### src/rtl/nzcv_alu_pkg.sv
package nzcv_alu_pkg;
  typedef enum logic [3:0] {
    OP_ADD  = 4'd0,
    OP_SUB  = 4'd1,
    OP_AND  = 4'd2,
    OP_OR   = 4'd3,
    OP_XOR  = 4'd4,
    OP_CMP  = 4'd5,
    OP_SHL  = 4'd6,
    OP_SHR  = 4'd7,
    OP_ROL  = 4'd8,
    OP_ROR  = 4'd9,
    OP_INC  = 4'd10,
    OP_DEC  = 4'd11,
    OP_BIT  = 4'd12,
    OP_LOAD = 4'd13,
    OP_RSV0 = 4'd14,
    OP_RSV1 = 4'd15
  } alu_op_e;

  localparam int FLAG_COUNT = 4;
  localparam int FN = 3;
  localparam int FZ = 2;
  localparam int FC = 1;
  localparam int FV = 0;

  typedef logic [FLAG_COUNT-1:0] flag_vec_t;

  localparam flag_vec_t WE_ALL  = 4'b1111;
  localparam flag_vec_t WE_NZC  = 4'b1110;
  localparam flag_vec_t WE_NZV  = 4'b1101;
  localparam flag_vec_t WE_NZ   = 4'b1100;
  localparam flag_vec_t WE_NONE = 4'b0000;
endpackage

### src/rtl/nzcv_alu_adder.sv
module nzcv_alu_adder #(
  parameter int WIDTH = 8
) (
  input  logic [WIDTH-1:0] a,
  input  logic [WIDTH-1:0] b,
  input  logic             cin,
  output logic [WIDTH-1:0] sum,
  output logic             cout,
  output logic             ovf
);
  localparam int MSB = WIDTH - 1;

  logic [WIDTH:0] full;

  assign full = {1'b0, a} + {1'b0, b} + {{WIDTH{1'b0}}, cin};
  assign sum  = full[MSB:0];
  assign cout = full[WIDTH];
  // signed overflow: result sign disagrees with both addend signs
  assign ovf  = (a[MSB] != sum[MSB]) && (b[MSB] != sum[MSB]);
endmodule

### src/rtl/nzcv_alu_shifter.sv
module nzcv_alu_shifter #(
  parameter int WIDTH = 8
) (
  input  logic [WIDTH-1:0] val,
  input  logic             cin,
  input  logic             right,
  input  logic             rotate,
  output logic [WIDTH-1:0] res,
  output logic             cout
);
  localparam int MSB = WIDTH - 1;

  logic fill;

  assign fill = rotate ? cin : 1'b0;

  always_comb begin
    if (right) begin
      res  = {fill, val[MSB:1]};
      cout = val[0];
    end else begin
      res  = {val[MSB-1:0], fill};
      cout = val[MSB];
    end
  end
endmodule

### src/rtl/nzcv_alu_flagmask.sv
module nzcv_alu_flagmask
  import nzcv_alu_pkg::*;
(
  input  alu_op_e   op,
  output flag_vec_t we
);
  always_comb begin
    unique case (op)
      OP_ADD, OP_SUB:                         we = WE_ALL;
      OP_CMP, OP_SHL, OP_SHR, OP_ROL, OP_ROR: we = WE_NZC;
      OP_BIT:                                 we = WE_NZV;
      OP_AND, OP_OR, OP_XOR,
      OP_INC, OP_DEC, OP_LOAD:                we = WE_NZ;
      default:                                we = WE_NONE;
    endcase
  end
endmodule

### src/rtl/nzcv_alu.sv
module nzcv_alu
  import nzcv_alu_pkg::*;
#(
  parameter int WIDTH = 8
) (
  input  logic             clk,
  input  logic             rst_n,
  input  logic             in_valid,
  output logic             in_ready,
  input  logic [3:0]       in_op,
  input  logic [WIDTH-1:0] in_a,
  input  logic [WIDTH-1:0] in_m,
  input  logic             in_carry,
  output logic             out_valid,
  input  logic             out_ready,
  output logic [WIDTH-1:0] out_result,
  output logic [3:0]       out_flags,
  output logic [3:0]       out_flag_we
);
  localparam int MSB = WIDTH - 1;

  alu_op_e op;
  assign op = alu_op_e'(in_op);

  // main adder: add, subtract, compare share one carry chain
  logic             inv_m;
  logic [WIDTH-1:0] arith_b;
  logic             arith_cin;
  logic [WIDTH-1:0] arith_sum;
  logic             arith_c;
  logic             arith_v;

  assign inv_m     = (op == OP_SUB) || (op == OP_CMP);
  assign arith_b   = inv_m ? ~in_m : in_m;
  assign arith_cin = (op == OP_CMP) ? 1'b1 : in_carry;

  nzcv_alu_adder #(.WIDTH(WIDTH)) u_arith (
    .a    (in_a),
    .b    (arith_b),
    .cin  (arith_cin),
    .sum  (arith_sum),
    .cout (arith_c),
    .ovf  (arith_v)
  );

  // step adder: increment / decrement of A
  logic [WIDTH-1:0] step_b;
  logic             step_cin;
  logic [WIDTH-1:0] step_sum;
  logic             step_c_unused;
  logic             step_v_unused;

  assign step_b   = (op == OP_DEC) ? {WIDTH{1'b1}} : {WIDTH{1'b0}};
  assign step_cin = (op == OP_INC);

  nzcv_alu_adder #(.WIDTH(WIDTH)) u_step (
    .a    (in_a),
    .b    (step_b),
    .cin  (step_cin),
    .sum  (step_sum),
    .cout (step_c_unused),
    .ovf  (step_v_unused)
  );

  // shifter
  logic             sh_right;
  logic             sh_rotate;
  logic [WIDTH-1:0] sh_res;
  logic             sh_c;

  assign sh_right  = (op == OP_SHR) || (op == OP_ROR);
  assign sh_rotate = (op == OP_ROL) || (op == OP_ROR);

  nzcv_alu_shifter #(.WIDTH(WIDTH)) u_shift (
    .val    (in_a),
    .cin    (in_carry),
    .right  (sh_right),
    .rotate (sh_rotate),
    .res    (sh_res),
    .cout   (sh_c)
  );

  flag_vec_t we_next;

  nzcv_alu_flagmask u_mask (
    .op (op),
    .we (we_next)
  );

  // result and raw flag selection
  logic [WIDTH-1:0] res_next;
  logic             n_raw;
  logic             z_raw;
  logic             c_raw;
  logic             v_raw;
  flag_vec_t        flags_next;

  always_comb begin
    res_next = in_a;
    c_raw    = 1'b0;
    v_raw    = 1'b0;
    unique case (op)
      OP_ADD, OP_SUB: begin
        res_next = arith_sum;
        c_raw    = arith_c;
        v_raw    = arith_v;
      end
      OP_AND:  res_next = in_a & in_m;
      OP_OR:   res_next = in_a | in_m;
      OP_XOR:  res_next = in_a ^ in_m;
      OP_CMP:  c_raw    = arith_c;
      OP_SHL, OP_SHR, OP_ROL, OP_ROR: begin
        res_next = sh_res;
        c_raw    = sh_c;
      end
      OP_INC, OP_DEC: res_next = step_sum;
      OP_BIT:  v_raw    = in_m[MSB-1];
      OP_LOAD: res_next = in_m;
      default: res_next = in_a;
    endcase

    n_raw = res_next[MSB];
    z_raw = (res_next == '0);
    if (op == OP_CMP) begin
      n_raw = arith_sum[MSB];
      z_raw = (arith_sum == '0);
    end else if (op == OP_BIT) begin
      n_raw = in_m[MSB];
      z_raw = ((in_a & in_m) == '0);
    end else if (op == OP_SHR) begin
      n_raw = 1'b0;
    end

    flags_next = {n_raw, z_raw, c_raw, v_raw} & we_next;
  end

  // single output register stage
  logic             valid_q;
  logic [WIDTH-1:0] res_q;
  flag_vec_t        flags_q;
  flag_vec_t        we_q;

  assign in_ready = !valid_q || out_ready;

  always_ff @(posedge clk) begin
    if (!rst_n) begin
      valid_q <= 1'b0;
      res_q   <= '0;
      flags_q <= '0;
      we_q    <= '0;
    end else if (in_ready) begin
      valid_q <= in_valid;
      if (in_valid) begin
        res_q   <= res_next;
        flags_q <= flags_next;
        we_q    <= we_next;
      end
    end
  end

  assign out_valid   = valid_q;
  assign out_result  = res_q;
  assign out_flags   = flags_q;
  assign out_flag_we = we_q;
endmodule

### config.mk
export PLATFORM = sky130hd
export DESIGN_NAME = nzcv_alu
export DESIGN_NICKNAME = d
export VERILOG_FILES = /design/src/rtl/nzcv_alu_pkg.sv /design/src/rtl/nzcv_alu_adder.sv /design/src/rtl/nzcv_alu_shifter.sv /design/src/rtl/nzcv_alu_flagmask.sv /design/src/rtl/nzcv_alu.sv
export SDC_FILE = /design/constraint.sdc
export NUM_CORES = 1
export LEC_CHECK = 0
export ABC_AREA = 1
export BUFFER_PORTS_ARGS = -buffer_cell sky130_fd_sc_hd__buf_2
export CAP_MARGIN = 10
export CELL_PAD_IN_SITES_DETAIL_PLACEMENT = 0
export CELL_PAD_IN_SITES_GLOBAL_PLACEMENT = 1
export CORE_UTILIZATION = 30
export CTS_BUF_LIST = sky130_fd_sc_hd__clkbuf_8
export CTS_CLUSTER_SIZE = 40
export DETAILED_ROUTE_END_ITERATION = 12
export HOLD_SLACK_MARGIN = 0.1
export PLACE_DENSITY_LB_ADDON = 0.1
export SKIP_CTS_REPAIR_TIMING = 1
export SLEW_MARGIN = 40
export SYNTH_ARGS = -nofsm -noshare
export SYNTH_HDL_FRONTEND = slang
export SYNTH_SLANG_ARGS = --single-unit
export TNS_END_PERCENT = 10
### constraint.sdc
create_clock -name clk -period 4.71 [get_ports clk]
set_clock_uncertainty 0.05 [all_clocks]
set_input_delay 0.7065 -clock clk [delete_from_list [all_inputs] [get_ports clk]]
set_output_delay 0.7065 -clock clk [all_outputs]
set_load 0.02 [all_outputs]
==> results by group, run 1 <==
Status
  • Status: finished, final reports clean

Job
  • Max Cap Violations: 0

Timing
  • Setup Viol. Count Final: 0
  • Fmax: ~270 MHz
  • WHS: around 410 ps
  • Unrepaired setup endpoints after global routing: false
  • Slew HR: between 50 and 60%
  • Slew of the pin with the lowest slew margin: between 600 and 700 ps
  • Final Hold Viols: 0
  • Final min period: ~3700 ps
  • Slew Limit Fails: 0
  • Post-route setup slack: 1008 ps
  • Ratio of final minimum period to clock period: 78.61%
  • TNS Setup: 0 ps

CTS
  • Clock Sinks: 16
  • Num CTS Buffers: 3
  • Clk pin slew, worst setup/hold paths: 60 ps
  • Clock Path Buffers: 2
  • Clock Latency Late Sink: 240 ps
  • CTS root buffer: clkbuf_8
  • H-tree Lvls: 1
  • CTS tree: built

Drt
  • Post-route ant nets: 0
  • Top sig layer: met4
  • Wire length on met3: 344 um
  • Routed vias/inst: between 4 and 5
  • Initial drt markers: ~170
  • Vias after detailed routing: between 2,000 and 3,000
  • Drt drc: 0
  • Wire length on met1: 4243 um
  • WL final: between 8000 and 9000 um
  • Post-DR wirelength/cell: about 15 um
  • Drt pass-1 iters: 4
  • Metal2 WL: roughly 4000 um

Power
  • Sw Ratio: 44.53%
  • Static Leakage: between 1.5 and 2 nW
  • Clock power share: a little under a fifth
  • Sequential Power Share: between 20% and 30%
  • Switching power total: 0.0002377 W
  • Power density cells: 183.8 nW/um^2
  • Max rail drop VDD: 61.97 uV
  • Gate power share: between 50% and 60%
  • Int Power: between 0.0002 and 0.0003 W

Final layout
  • Fillers: approximately 950
  • Final Non-Filler Cells: slightly below 600
  • Synth-to-Final Area Change: 11.69%
  • Final nets: between 500 and 600
  • # diodes: 0
  • Fraction of layout cells with a size suffix above 1: between 15 and 20%
  • Finished Core Util: 34.99%

Synth
  • Syn Nets: between 400 and 500
  • Synth Register Bits: 16
  • Register area share after synthesis: between 10 and 15%
  • Synthesis Warnings: 0
  • Post-synth cell types: 31
  • Syn Inst Count: ~440
  • Avg Cell Area, Syn: around 6 um^2
  • Top FF cell, synth: dfxtp_1
  • Post-synth top area share: 19.92%
  • Number of synthesized flops with an enable pin: 0
  • Top-count cell post-synth: nand2_1
  • Most frequent cells after synthesis: nand2_1 (138), inv_1 (56), nand3_1 (43), nor2_1 (37), ha_1 (29)
  • Post-synthesis async set-or-reset flop share: 0%
  • Cell taking the most area after synthesis: nand2_1
  • Cell area after synthesis: between 2000 and 3000 um^2
  • Largest cells by area after synthesis: nand2_1 (20%), ha_1 (14%), dfxtp_1 (12%)

Worst hold path
  • Hold Crit Class: flop to flop
  • Hold Path End: out_flags[3]$_SDFFE_PN0P_
  • Hold Crit Depth: 2
  • Min-delay src: out_flags[3]$_SDFFE_PN0P_

Placed design
  • Dpl cells: around 580
  • Gp weighted congestion: roughly 0.88
  • PortBufs: 42
  • Place WS: between 700 and 800 ps
  • Post-DP HPWL: 7188 um

Floorplanning
  • Die area: approximately 9000 um^2
  • Row count: 33
  • # IOs: 43
  • Total core area: 8299 um^2
  • DIE WIDTH: between 90 and 100 um
  • Starting Density: a little under a third
  • Die H: roughly 95 um

Global routing
  • Antenna violations before repair: 0
  • Pin count of the biggest net entering global routing: 22
  • Vias in the first global route: between 2,000 and 3,000
  • First-pass GRT wire length: approximately 14,000 um
  • Overall Global Routing Usage: 20.70%
  • GRT overflow: 0

Setup path
  • Worst reg2reg endpoint: out_result[4]$_SDFFE_PN0P_
  • R2R setup slack: between 3000 and 4000 ps
  • Crit end category: flop
  • CP Launch Type: input port
  • CP arrival: between 3000 and 4000 ps
  • CP Class: input port to flop
  • Worst r2r src: out_valid$_SDFFE_PN0N_
  • Worst EP required: 4840 ps
  • Reg2reg path depth: 6
  • Crit Path Max Fanout: 9
layer usage:
| layer | vias to the layer above | track usage (%) |
|---|---|---|
| met3 | 14 | 1.515 |
| met1 | 1291 | 28.48 |
| met4 | 0 | 5.682 |
| met2 | 78 | 34.52 |
| li1 | 1471 | - |
| met5 | - | 0 |
registers in the layout (all words and copies together) (netlist names):
register / flops
out_flag_we: 3
out_valid: 1
out_result: 8
out_flags: 4
per-stage QoR:
step / area (um^2) / total power, W
2_1_floorplan: 2600 / 0.0003494
3_3_place_gp: 2863 / 0.0004364
3_5_place_dp: 2863 / 0.0004349
4_1_cts: 2904 / 0.0005373
5_1_grt: 2904 / 0.0005853
6_report: 2904 / 0.0005339
kinds of logic after synthesis:
group	count (synthesis)	synth area share, %
xor+xnor	9	3.032
buf+inv	73	12.90
flops	16	12.32
fa+ha+maj	33	17.04
simple gates	257	44.51
compound gates	50	10.20
how the worst max path moves through the flow:
stage,start,endpoint,slack [ps]
detailed placement,in_op[1],out_flags[2]$_SDFFE_PN0P_,740
global route,in_op[1],out_flags[2]$_SDFFE_PN0P_,670
CTS,in_op[1],out_flags[2]$_SDFFE_PN0P_,1000
floorplan,in_op[1],out_flags[2]$_SDFFE_PN0P_,1390
finish,in_op[1],out_flags[2]$_SDFFE_PN0P_,1010
global placement,in_op[1],out_flags[2]$_SDFFE_PN0P_,850
cells in the final DEF (no fill, tap or decap), drive strengths merged, types with 10 or more instances in the layout:
master  Yosys  final
nand2     147    147
inv        62     62
nor2       45     45
nand3      43     43
buf         7     43
ha         29     29
a21oi      23     23
o21ai      21     21
dfxtp      16     16
nand3b     10     10
critical path, cell delays in order:
cell	delay (ps)
buf_2	260
nand2_1	110
nor2_2	310
inv_1	100
nor2_1	460
fa_1	300
inv_1	60
fa_1	380
inv_1	70
nand2_1	60
nand2_1	100
nand3_1	80
nand3_1	100
nand3b_1	80
nor2_1	150
nand3_1	90
nor2_1	120
nand3_1	80
nand2_1	60
nand2_1	60
a21oi_2	100
area by class of cell:
| type | count | area (um^2) | share of cell area (%) |
|---|---|---|---|
| tap | 105 | 131.4 | 4.524 |
| multi-input combinational | 349 | 1944 | 66.95 |
| clock buffer | 3 | 41.29 | 1.422 |
| timing repair buffer | 43 | 217.7 | 7.497 |
| inverter | 63 | 249.0 | 8.574 |
| sequential | 16 | 320.3 | 11.03 |
power by group through the flow:
stage	Combinational, W	Sequential, W	Clock (W)
after floorplan	0.000182	0.000168	0
after detailed placement	0.000281	0.000154	0
final	0.000282	0.000151	0.000101
after global routing	0.000320	0.000153	0.000113
after global placement	0.000282	0.000154	0
after CTS	0.000282	0.000151	0.000104
Power figures use the tool's default switching activity.
==> run 2: changes to the inputs <==
clock period = 3.6 ns   (was 4.71 ns; I/O delays follow)
==> results by group, run 2 (synthesis results as in run 1) <==
Global routing
  • GRT overflow: 0
  • Pin count of the biggest net entering global routing: 22
  • Overall Global Routing Usage: 19.96%
  • First-pass GRT wire length: around 14,000 um
  • Vias in the first global route: between 2,000 and 3,000
  • Antenna violations before repair: 0

Final layout
  • Commonest cells after routing, fill and taps aside: nand2_1 (138), inv_1 (56), nand3_1 (43)
  • Synth-to-Final Area Change: 13.67%
  • Max reg flops: 8
  • Final Non-Filler Cells: a little under 600
  • # diodes: 0
  • Fraction of layout cells with a size suffix above 1: ~17%
  • Final nets: 539
  • Most common cell after layout, fill and taps aside: nand2_1

Setup path
  • Worst reg2reg endpoint: out_result[4]$_SDFFE_PN0P_
  • CP Launch Type: input port
  • Worst r2r src: out_valid$_SDFFE_PN0N_
  • Worst EP required: approximately 3700 ps
  • R2R setup slack: ~2000 ps
  • Setup crit start: in_op[1]
  • Reg2reg path depth: 6
  • CP Class: input port to flop
  • CP arrival: around 3400 ps
  • Crit end category: flop
  • CP Capture Point: out_flags[2]$_SDFFE_PN0P_
  • Crit Path Max Fanout: 5

Timing
  • Final min period: roughly 3200 ps
  • Final Hold Viols: 0
  • Fmax: about 310 MHz
  • Ratio of final minimum period to clock period: between 80% and 90%
  • Setup Viol. Count Final: 0
  • Slew of the pin with the lowest slew margin: 563.0 ps
  • Post-route setup slack: 386.1 ps
  • Unrepaired setup endpoints after global routing: false
  • TNS Setup: 0 ps
  • Slew HR: 62.42%
  • Slew Limit Fails: 0

Placed design
  • PortBufs: 42
  • Post-DP HPWL: ~7100 um
  • Gp weighted congestion: 0.8559
  • Place WS: between 100 and 150 ps
  • Dpl cells: 581

CTS
  • Num CTS Buffers: 3
  • Clk pin slew, worst setup/hold paths: ~60 ps
  • CTS root buffer: clkbuf_8
  • Clock Latency Late Sink: between 200 and 250 ps
  • CTS tree: built
  • Clock Sinks: 16
  • H-tree Lvls: 1
  • Clock Path Buffers: 2

Floorplanning
  • DIE WIDTH: ~95 um
  • Starting Density: between 30 and 40%
  • Row count: 33
  • Die H: about 95 um
  • Total core area: a little over 8000 um^2
  • Die area: 9043 um^2
  • # IOs: 43

Drt
  • Post-route ant nets: 0
  • Drt pass-1 iters: 4
  • Initial drt markers: approximately 110
  • WL final: roughly 8400 um
  • Drt drc: 0
  • Routed vias/inst: 4.721
  • Post-DR wirelength/cell: 14.38 um
  • Vias after detailed routing: 2,762

Power
  • Static Leakage: between 1.5 and 2 nW
  • Max rail drop VDD: around 77 uV
  • Power density cells: 243.2 nW/um^2

Job
  • Max Cap Violations: 0

Worst hold path
  • Hold Crit Depth: 2
  • Hold Crit Class: flop to flop

Status
  • Status: finished, final reports clean
==> run 2: cell count changes in the layout (fill, tap and decap cells not counted), sizes merged <==
| cell | delta |
|---|---|
| buf | +5 |
| clkbuf | +1 |
==> run 2: area by class of cell <==
type                    count  area [um^2]
inverters                  63        249.0
fillers                   952         5344
well taps                 105        131.4
multi-input cells         349         1944
clock buffers               4        55.05
flip-flops and latches     16        320.3
repair buffers             48        255.2
==> run 2: critical path, stage by stage <==
cell and delay [ps]:
buf_2 210, clkinv_8 90, nand2_4 110, nor2_1 90, or2_2 290, fa_1 410
fa_1 450, nand3_1 120, nand3b_1 100, nand3_1 130, nand2_1 60, nor2_1 210
nand3_1 120, nor2_1 120, nand3_1 80, nand2_1 60, nand2_1 60, a21oi_2 100
==> run 2: stage by stage <==
| stage | util [%] | cell area, um^2 | power [W] | hold slack, ps |
|---|---|---|---|---|
| after floorplan | - | 2600 | 0.0004572 | 495.0 |
| after global placement | 34.95 | 2900 | 0.0005700 | 403.7 |
| after detailed placement | 34.95 | 2900 | 0.0005682 | 408.3 |
| after CTS | 35.61 | 2955 | 0.0007288 | 417.6 |
| after global routing | 35.61 | 2955 | 0.0007880 | 434.8 |
| final | 35.61 | 2955 | 0.0007187 | 414.3 |
==> run 2: power breakdown <==
part | internal [W] | leakage [nW] | switching (W)
clock | 0.0000969 | 0.0288 | 0.0000600
sequential | 0.000191 | 0.132 | 0.00000597
combinational | 0.000124 | 1.51 | 0.000241
==> run 2: worst min path at each step <==
stage	from	end	slack (ps)
after floorplan	out_flag_we[1]$_SDFFE_PN0P_	out_flag_we[1]$_SDFFE_PN0P_	500
after global routing	out_flags[3]$_SDFFE_PN0P_	out_flags[3]$_SDFFE_PN0P_	430
after detailed placement	out_flag_we[1]$_SDFFE_PN0P_	out_flag_we[1]$_SDFFE_PN0P_	410
final	out_flags[1]$_SDFFE_PN0P_	out_flags[1]$_SDFFE_PN0P_	410
after global placement	out_flags[3]$_SDFFE_PN0P_	out_flags[3]$_SDFFE_PN0P_	400
after CTS	out_flags[3]$_SDFFE_PN0P_	out_flags[3]$_SDFFE_PN0P_	420
==> run 2: metal layers <==
metal / vias to the layer above / global-route usage [%] / part of all wire [%]
li1: 1476 / - / -
met1: 1222 / 27.45 / 49
met2: 56 / 33.87 / 46
met3: 8 / 1.356 / 3.5
met4: 0 / 4.419 / 1.1
met5: - / 0 / 0
==> run 3: changes to the inputs <==
--- a/config.mk
+++ b/config.mk
@@ -16,5 +16,5 @@
 export DETAILED_ROUTE_END_ITERATION = 12
 export HOLD_SLACK_MARGIN = 0.1
-export PLACE_DENSITY_LB_ADDON = 0.1
+export PLACE_DENSITY = 0.69
 export SKIP_CTS_REPAIR_TIMING = 1
 export SLEW_MARGIN = 40
==> constraint.sdc (replaced) <==
create_clock -name clk -period 3.6 [get_ports clk]
set_clock_uncertainty 0.05 [all_clocks]
set_input_delay 1.08 -clock clk [delete_from_list [all_inputs] [get_ports clk]]
set_output_delay 1.08 -clock clk [all_outputs]
set_load 0.02 [all_outputs]
==> results by group, run 3 (synthesis results as in run 1) <==
Final layout
  • Max reg flops: 8
  • # diodes: 0
  • Most common cell after layout, fill and taps aside: nand2_1
  • Synth-to-Final Area Change: 23.15%
  • Sequential Area: 320.3 um^2
  • Multi-input combinational cell area: between 2000 and 2500 um^2
  • Final nets: 564
  • Final Non-Filler Cells: a little over 600
  • Fillers: approximately 910
  • Commonest cells after routing, fill and taps aside: nand2_1 (136), inv_1 (55), buf_2 (41)
  • Design Area, Final: approximately 3200 um^2
  • Finished Core Util: between 30% and 40%
  • Fraction of layout cells with a size suffix above 1: approximately a quarter

Power
  • Max rail drop VDD: 100.8 uV
  • Sw Ratio: between 40% and 50%
  • Sequential Power Share: between 20% and 30%
  • Int Power: 0.0004472 W
  • Power, Total: ~0.00077 W
  • Switching power total: around 0.00032 W
  • Power density cells: 239.3 nW/um^2
  • Gate power share: between 50% and 60%
  • Static Leakage: ~1.8 nW
  • Clock power share: 20.8%

CTS
  • Clock Path Buffers: 2
  • H-tree Lvls: 1
  • Clock Sinks: 16
  • CTS tree: built
  • Clk pin slew, worst setup/hold paths: 70 ps
  • Num CTS Buffers: 3
  • CTS root buffer: clkbuf_8
  • Clock Latency Late Sink: approximately 250 ps

Worst hold path
  • Min-delay src: out_flags[3]$_SDFFE_PN0P_
  • Hold Crit Depth: 2
  • Hold Path End: out_flags[3]$_SDFFE_PN0P_
  • Hold Crit Class: flop to flop

Drt
  • Vias after detailed routing: around 2,900
  • WL final: ~8400 um
  • Initial drt markers: roughly 150
  • Post-route ant nets: 0
  • Routed vias/inst: ~4.8
  • Post-DR wirelength/cell: approximately 14 um
  • Drt drc: 0
  • Drt pass-1 iters: 5

Setup path
  • Max incr delay on CP: 450 ps
  • CP Buf/Inv Count: 2
  • R2R setup slack: 2040 ps
  • CP Class: input port to flop
  • CP Launch Type: input port
  • Setup crit start: in_op[1]
  • Crit end category: flop
  • Top delay family on crit path: simple AND/OR/NAND/NOR gates
  • Worst reg2reg endpoint: out_result[4]$_SDFFE_PN0P_
  • Most Frequent Cell on Critical Path: nor2_1
  • Max stage delay cell, worst path: fa_2
  • CP arrival: 3550 ps
  • Reg2reg path depth: 6
  • Worst EP required: ~3700 ps
  • Worst r2r src: out_valid$_SDFFE_PN0N_
  • CP cell instances: clkbuf_4, clkinv_8, nand2_4, nor2_1, or2_2, fa_2, fa_2, xnor2_2, nor2_1, nor2_1, nand3_2, a21oi_2, nand2_1, nor2_1, nand3_1, nand2_1, nand2_1, a21oi_2
  • Crit Path Max Fanout: 3

Timing
  • Slew of the pin with the lowest slew margin: between 500 and 600 ps
  • Setup Viol. Count Final: 0
  • Slew Limit Fails: 0
  • Fmax: between 200 and 300 MHz
  • Final Hold Viols: 0
  • Slew HR: roughly 64%
  • TNS Setup: 0 ps
  • Ratio of final minimum period to clock period: between 90 and 100%
  • Final min period: 3403 ps

Global routing
  • Vias in the first global route: around 2,700
  • Met1 Use GR: 25.78%
  • Pin count of the biggest net entering global routing: 22
  • Most crowded layer after global routing: met2
  • Antenna violations before repair: 0
  • Met3 GRT Util: under 10%
  • GR Util met2: between 30% and 40%
  • GRT overflow: 0
  • Overall Global Routing Usage: 19.24%
  • First-pass GRT wire length: ~13,000 um

Placed design
  • PortBufs: 42
  • Gp weighted congestion: just under 0.9
  • Placed Area: approximately 3100 um^2
  • Dpl cells: between 600 and 700
  • Post-DP HPWL: between 6000 and 7000 um

Floorplanning
  • Die area: 9043 um^2
  • DIE WIDTH: about 95 um
  • Total core area: 8299 um^2
  • Starting Density: 31.33%
  • Die H: 95.10 um
  • # IOs: 43
  • Row count: 33

Job
  • Max Cap Violations: 0

Status
  • Status: finished, final reports clean
## run 3: routing by layer
metal  share of wire, %  vias to the layer above
met5                  0                        -
met3                4.3                       12
met4                1.5                        0
met2                 46                       62
met1                 48                     1327
li1                   -                     1543
## run 3: layout make-up
type	instances	area share, %
flip-flops and latches	16	10.00
well taps	105	4.103
multi-input cells	349	62.49
inverters	63	7.776
clock buffers	4	1.719
repair buffers	73	13.91
## run 3: how the worst max path moves through the flow
stage / to / slack, ps / depth (start not counted)
after floorplan: out_flags[2]$_SDFFE_PN0P_ / 10 / 18
after global placement: out_flags[2]$_SDFFE_PN0P_ / -100 / 18
after detailed placement: out_flags[2]$_SDFFE_PN0P_ / -190 / 18
after CTS: out_flags[2]$_SDFFE_PN0P_ / 80 / 18
after global routing: out_flags[2]$_SDFFE_PN0P_ / -30 / 22
final: out_flags[2]$_SDFFE_PN0P_ / 200 / 18
## run 3: power groups by stage
stage                     sequential (W)  clock [W]  combinational, W
after floorplan                 0.000220          0          0.000238
after global routing            0.000200   0.000176          0.000461
after detailed placement        0.000202          0          0.000395
after CTS                       0.000198   0.000163          0.000397
after global placement          0.000201          0          0.000393
final                           0.000198   0.000159          0.000409
## run 3: worst reg2reg max path, cell delays in order (launching register included)
cell and delay [ps]:
dfxtp_1 310, nand2_1 90, nand2_1 190, inv_1 470, nand3_1 170, o211ai_1 110, inv_1 60
## run 3: stage by stage
step	worst slack [ps]	hold slack, ps
floorplan	13.80	495.0
finish	197.5	413.5
global route	-31.73	429.5
global placement	-104.8	405.4
detailed placement	-188.6	406.9
CTS	78.30	416.0
